===== src/rtl/flash_rb_pkg.sv =====
// Package: shared widths, status bit positions and operation encoding
// for the flash status readback path.
package flash_rb_pkg;
    localparam int DATA_W     = 16;
    localparam int ADDR_W     = 17;
    localparam int POLL_BIT   = 7;
    localparam int TOGGLE_BIT = 6;

    typedef enum logic {
        OP_PROGRAM = 1'b0,
        OP_ERASE   = 1'b1
    } op_kind_t;
endpackage


===== src/rtl/rb_strobe_edge.sv =====
// rb_strobe_edge: registers the read condition and reports the first cycle
// of each read access. Assumes rd_req is synchronous to clk.
module rb_strobe_edge (
    input  logic clk,
    input  logic rst_n,
    input  logic rd_req,
    output logic rd_start
);
    logic rd_q;

    // Remember whether a read was active at the previous edge.
    always_ff @(posedge clk) begin
        if (!rst_n) rd_q <= 1'b0;
        else        rd_q <= rd_req;
    end

    // A new access begins where the read condition rises.
    always_comb rd_start = rd_req & ~rd_q;
endmodule


===== src/rtl/rb_toggle_track.sv =====
// rb_toggle_track: holds the toggle flag. It inverts once per read access
// made while busy and is frozen while idle. tog_next is the value that the
// current access must present.
module rb_toggle_track (
    input  logic clk,
    input  logic rst_n,
    input  logic busy,
    input  logic rd_start,
    output logic tog_next
);
    logic tog_q;

    // Next value: flip only when a busy read access begins.
    always_comb tog_next = tog_q ^ (busy & rd_start);

    // Store the flag; reset clears it.
    always_ff @(posedge clk) begin
        if (!rst_n) tog_q <= 1'b0;
        else        tog_q <= tog_next;
    end
endmodule


===== src/rtl/rb_poll_hold.sv =====
// rb_poll_hold: captures the polled bit of the loaded word at the edge where
// busy rises and holds it for the whole busy period. Assumes load_bit is
// valid in the cycle busy first goes high.
module rb_poll_hold (
    input  logic clk,
    input  logic rst_n,
    input  logic busy,
    input  logic load_bit,
    output logic pol_bit
);
    logic busy_q;
    logic hold_q;
    logic start;

    // Detect the first cycle of a busy period.
    always_comb start = busy & ~busy_q;

    // Present the fresh bit on the start cycle, the held one afterwards.
    always_comb pol_bit = start ? load_bit : hold_q;

    // Track busy and keep the captured bit.
    always_ff @(posedge clk) begin
        if (!rst_n) begin
            busy_q <= 1'b0;
            hold_q <= 1'b0;
        end else begin
            busy_q <= busy;
            hold_q <= pol_bit;
        end
    end
endmodule


===== src/rtl/rb_status_word.sv =====
// rb_status_word: builds the status word shown while busy. The polarity flag
// is the inverted captured bit for a program and 0 for an erase. The toggle
// flag is placed on its own bit, and every other bit is 0.
module rb_status_word
    import flash_rb_pkg::*;
(
    input  op_kind_t          op,
    input  logic              pol_bit,
    input  logic              tog,
    output logic [DATA_W-1:0] word
);
    // Assemble the status word bit by bit.
    always_comb begin
        word             = '0;
        word[POLL_BIT]   = (op == OP_PROGRAM) ? ~pol_bit : 1'b0;
        word[TOGGLE_BIT] = tog;
    end
endmodule


===== src/rtl/flash_status_readback.sv =====
// flash_status_readback: read-path multiplexer of the flash model. It
// returns array data while idle and a polling status word while a program or
// erase runs. Output data and enable are registered one cycle after the bus
// inputs are sampled. Assumes all inputs are synchronous to clk.
module flash_status_readback
    import flash_rb_pkg::*;
(
    input  logic              clk,
    input  logic              rst_n,
    input  logic              bus_sel,
    input  logic              bus_oe,
    input  logic              bus_wr,
    input  logic [ADDR_W-1:0] rd_addr,
    input  logic              busy,
    input  logic              op_kind,
    input  logic [DATA_W-1:0] load_data,
    input  logic [DATA_W-1:0] array_data,
    output logic [ADDR_W-1:0] arr_addr,
    output logic [DATA_W-1:0] dout,
    output logic              dout_en
);
    logic              rd_req;
    logic              rd_start;
    logic              tog_next;
    logic              pol_bit;
    logic [DATA_W-1:0] status;
    logic [DATA_W-1:0] dout_q;
    logic              en_q;

    // Read condition: selected, output enabled, no write strobe.
    always_comb rd_req = bus_sel & bus_oe & ~bus_wr;

    // The array is addressed straight from the bus.
    always_comb arr_addr = rd_addr;

    rb_strobe_edge u_edge (
        .clk      (clk),
        .rst_n    (rst_n),
        .rd_req   (rd_req),
        .rd_start (rd_start)
    );

    rb_toggle_track u_tog (
        .clk      (clk),
        .rst_n    (rst_n),
        .busy     (busy),
        .rd_start (rd_start),
        .tog_next (tog_next)
    );

    rb_poll_hold u_pol (
        .clk      (clk),
        .rst_n    (rst_n),
        .busy     (busy),
        .load_bit (load_data[POLL_BIT]),
        .pol_bit  (pol_bit)
    );

    rb_status_word u_word (
        .op      (op_kind_t'(op_kind)),
        .pol_bit (pol_bit),
        .tog     (tog_next),
        .word    (status)
    );

    // Output register: status while busy, array data otherwise.
    always_ff @(posedge clk) begin
        if (!rst_n) begin
            dout_q <= '0;
            en_q   <= 1'b0;
        end else begin
            dout_q <= busy ? status : array_data;
            en_q   <= rd_req;
        end
    end

    assign dout    = dout_q;
    assign dout_en = en_q;
endmodule


===== config.mk =====
export PLATFORM = sky130hd
export DESIGN_NAME = flash_status_readback
export DESIGN_NICKNAME = d
export VERILOG_FILES = /design/src/rtl/flash_rb_pkg.sv /design/src/rtl/rb_strobe_edge.sv /design/src/rtl/rb_toggle_track.sv /design/src/rtl/rb_poll_hold.sv /design/src/rtl/rb_status_word.sv /design/src/rtl/flash_status_readback.sv
export SDC_FILE = /design/constraint.sdc
export NUM_CORES = 1
export LEC_CHECK = 0
export BUFFER_PORTS_ARGS = -buffer_cell sky130_fd_sc_hd__clkbuf_2
export CORE_MARGIN = 2
export CORE_UTILIZATION = 32
export DETAILED_ROUTE_END_ITERATION = 10
export MAX_ROUTING_LAYER = met4
export PLACE_DENSITY_LB_ADDON = 0.15
export SYNTH_ARGS = -nofsm -noshare
export SYNTH_HDL_FRONTEND = slang
export SYNTH_SLANG_ARGS = --single-unit

===== constraint.sdc =====
create_clock -name clk -period 1.2 [get_ports clk]
set_input_delay 0.24 -clock clk [delete_from_list [all_inputs] [get_ports clk]]
set_output_delay 0.24 -clock clk [all_outputs]
set_load 0.01 [all_outputs]

# == After elaboration in Yosys (flattened, before gate mapping) ==
# Index checks and enable logic that the tools add are counted.
# op_classes
mux,3
bitwise,11
reduce_logical,1
# op_table
op,n
8-bit 2-to-1 mux,1
1-bit bitwise AND,5
1-bit inverter,5
1-bit 2-to-1 mux,2
2-bit OR reduction,1
1-bit XOR,1
# word_totals
ff_bits,20
output_inout_bits,34

# == Logic depth before layout (Yosys ltp) ==
# logic_depth
ltp_word,6
depth_mapped,3
depth_no_buf,3

# == Cells and area by module ==
# From an unflattened synthesis, not the netlist that was laid out.
# hier_totals
hier_cells,106
area_unflattened_um2,1084.8
# by_module_without_submodules
mod,instances,cells_per_inst,area_each_um2,seq_area_each_um2
flash_status_readback,1,72,778.2,340.3
rb_status_word,1,17,120.1,0.0
rb_poll_hold,1,8,93.8,40.0
rb_toggle_track,1,6,52.6,20.0
rb_strobe_edge,1,3,40.0,20.0

# == Least setup slack after synthesis ==
# OpenSTA, ideal clock, no wires.
# synth_timing
path_kind,register to register
from,register u_edge.rd_q
to,"register dout_q[6], in the netlist dout[6]"
arrival_ns,0.777
t_required_ns,1.081
slack_ns,0.303
path_stages_with_launch,4
n_path_buf,0
synth_period_minus_slack_ns,0.897
path_cell_list,dfxtp_1 and4bb_1 xnor2_1 a21oi_1
# synth_between
elab_chain_len,5
# synth_rtl
item,line_no,text
"start, declared",rb_strobe_edge.sv:9,logic rd_q;
"start signal, assigned",rb_strobe_edge.sv:14,else rd_q <= rd_req;
1-bit inverter,rb_strobe_edge.sv:18,always_comb rd_start = rd_req & ~rd_q;
1-bit bitwise AND,rb_strobe_edge.sv:18,
1-bit bitwise AND,rb_toggle_track.sv:14,always_comb tog_next = tog_q ^ (busy & rd_start);
1-bit XOR,rb_toggle_track.sv:14,
8-bit 2-to-1 mux,flash_status_readback.sv:72,dout_q <= busy ? status : array_data;
"end signal, assigned",flash_status_readback.sv:72,
"end, declared",flash_status_readback.sv:27,logic [DATA_W-1:0] dout_q;
# Every way passes these cells.
# A chain may end at the register's enable or synchronous reset.

==> results.ini <==
[run_status]
status = complete, no violations

[die]
initial_core_util_pct = 34.17
pin_count = 90
rows = 17
fp.dieArea_sq_um = 2792
core_sq_um = 2233
die_h_um = 52.84
dieWidth_um = 52.84

[logic_synthesis]
synth-compound-area-share_pct = 2.295
synth-simple-area-share_pct = 22.46
synth-seq-cells = 20
synth_top_area_share_pct = 52.46
yosys.area_share.xor_xnor_pct = 1.148
async_flop_share_pct = 0
synth_cell_types = 15
ys.flop_type = dfxtp_1
synth_commonest_cells = dfxtp_1 (20), buf_4 (18), and2_1 (15), mux2i_1 (3), nand2b_1 (3)
yosys.area.top_type = dfxtp_1
netlist_area_sq_um = 763.2
synthAdderAreaFrac_pct = 0
ys_warn_count = 0
synth_top_family_by_area = simple AND/OR/NAND/NOR gates
syn_nets = 126
syn-instance-count = 70
synth.avg_cell_area_sq_um = 10.90
synth_edf_count = 0
synth.most_common_cell = dfxtp_1
muxShareOfSynthArea_pct = 3.934
ys_top_cells_by_area = dfxtp_1 (52%), buf_4 (18%), and2_1 (12%)
seq_area_frac_synth_pct = 52.46

[worst_setup_path]
crit_required_ps = 960
crit_end = dout_en
r2r_slack_ps = 270
arrival_ps = 760
regToRegStartpoint = u_edge.rd_q$_SDFF_PN0_
cp_top_family = flip-flops
start_kind = register
setup.worst_path.start = u_edge.rd_q$_SDFF_PN0_
end_kind = output pin
critical-path-max-stage-delay_ps = 340
critPathMaxFanout = 2
reg2reg_depth = 3
cp.depth = 1
crit_path_top_delay_cell = dfxtp_1
r2r_end = dout[6]$_SDFF_PN0_
critPathBufInv = 1
crit_type = reg2out
crit_chain = clkbuf_2

[global_route]
grt_pass1_vias = 523
overflow = 0
grt_start_max_net_pins = 15
antenna_found_initial = 0
grt_pass1_wl_um = 2014
grt_util_all_layers_pct = 10.39

[cells_and_area]
antennaDiodeCount = 0
syn2layout_area_growth_pct = 16.07
instances_no_fill = 123
fin_nets = 153
drive_gt1_share_pct = 47.37

[drt]
wirelength_um = 1352
drtPass1Iterations = 1
drc = 0
detailroute.wirelength.met3_um = 169
met1_length_um = 511
post_drt_wl_per_cell_um = 10.99
wl_met2_um = 648
routed-via-count = 524
drtAntennaViolNets = 0
drt-initial-drc-count = 0
maxUsedRoutingLayer = met4
avgViaCountPerCell = 4.260

[sta]
maxSlewHeadroom_pct = 84.64
finalSetupViolations = 0
rsz0062_at_grt = no
timing.final.crit_share_pct = 83.61
fin_setup_tns_ps = 0
skew_ps = 4.302
fmax_ghz = 0.9967
period_minus_slack_ps = 1003
fin_hold_ws_ps = 139.9
tightest_slew_ps = 229.9
hold_violations = 0
slew_violations = 0

[placement]
portBuffers = 40
globalplace.congestion = 0.5979
dpl.hpwl_um = 1075
dp.cells = 120

[cts]
cts_resized = 0
cts_hold_buf = 0
cts_buffers = 3
htreeDepth = 1
clk_latency_ps = 290
clock_path_buffers = 2
cts.sinks = 20
clk_pin_slew_ps = 100
cts_tree = done
root_buffer = clkbuf_4
post_cts_buffers = 0

[job]
maxCapViolCount = 0

[power]
p_leak_nw = 0.4512
p_per_area_nw_per_um2 = 1269
max-vdd-ir-drop_v = 0.0006402

[worst_hold_path]
hold_path.class = in2reg

how the worst min path moves through the flow:
| stage | slack [ps] | depth (start not counted) | start | to |
|---|---|---|---|---|
| floorplan | 330 | 1 | busy | dout[6]$_SDFF_PN0_ |
| global placement | 440 | 2 | array_data[3] | dout[3]$_SDFF_PP0_ |
| detailed placement | 440 | 2 | array_data[15] | dout[15]$_SDFF_PP0_ |
| CTS | 130 | 2 | array_data[15] | dout[15]$_SDFF_PP0_ |
| global route | 120 | 2 | array_data[15] | dout[15]$_SDFF_PP0_ |
| finish | 140 | 2 | array_data[15] | dout[15]$_SDFF_PP0_ |
metal layers:
| metal | global-route usage, % | vias to the layer above |
|---|---|---|
| met5 | - | - |
| met4 | 7.692 | 0 |
| met3 | 4.000 | 6 |
| met2 | 16.25 | 35 |
| met1 | 10.49 | 228 |
| li1 | - | 255 |
power breakdown:
group | leakage (nW) | switching (mW) | internal (mW)
Sequential | 0.164 | 0.00892 | 0.692
Combinational | 0.273 | 0.0532 | 0.0682
Clock | 0.0138 | 0.185 | 0.117
Total | 0.451 | 0.247 | 0.877
cells by family after synthesis:
group,count (synthesis)
muxes,3
buffers and inverters,18
xor gates and xnor gates,1
DFF,20
AOI/OAI and AO/OA,3
and+or+nand+nor,25
state kept, by name, summed over array words and instances (netlist names):
register and cells:
dout 16, u_edge.rd_q 1, u_pol.busy_q 1, u_pol.hold_q 1
u_tog.tog_q 1
worst reg2reg max path, delay by kind of cell (launching register included):
family,cells,cell delay (ps)
XOR/XNOR,1,130
AO/OA/AOI/OAI,1,80
AND/OR/NAND/NOR,1,280
flip-flops,1,330
per-stage QoR:
stage	area, sq um	worst slack (ps)	total power, mW	utilization, %
3_3_place_gp	863.3	254.1	0.8360	38.66
4_1_cts	885.9	175.4	1.153	39.66
3_5_place_dp	863.3	226.9	0.8409	38.66
5_1_grt	885.9	157.2	1.182	39.66
6_report	885.9	196.7	1.124	39.66
2_1_floorplan	763.2	303.1	0.8291	-
area by class of cell:
cell class / instances / area (sq um)
Tap cell: 28 / 35.03
Timing Repair Buffer: 40 / 200.2
Multi-Input combinational cell: 32 / 227.7
Sequential cell: 20 / 400.4
Clock buffer: 3 / 22.52
Fill cell: 234 / 1348
placed cells by master, fill, tap and decap left out, drive strengths merged, types with 2 or more instances in the layout:
| master | instances |
|---|---|
| clkbuf | 43 |
| dfxtp | 20 |
| and2 | 15 |
| mux2i | 3 |
| nand2b | 3 |
| nand2 | 2 |
| nor2b | 2 |
No activity file was read; power rests on OpenSTA's default activity.
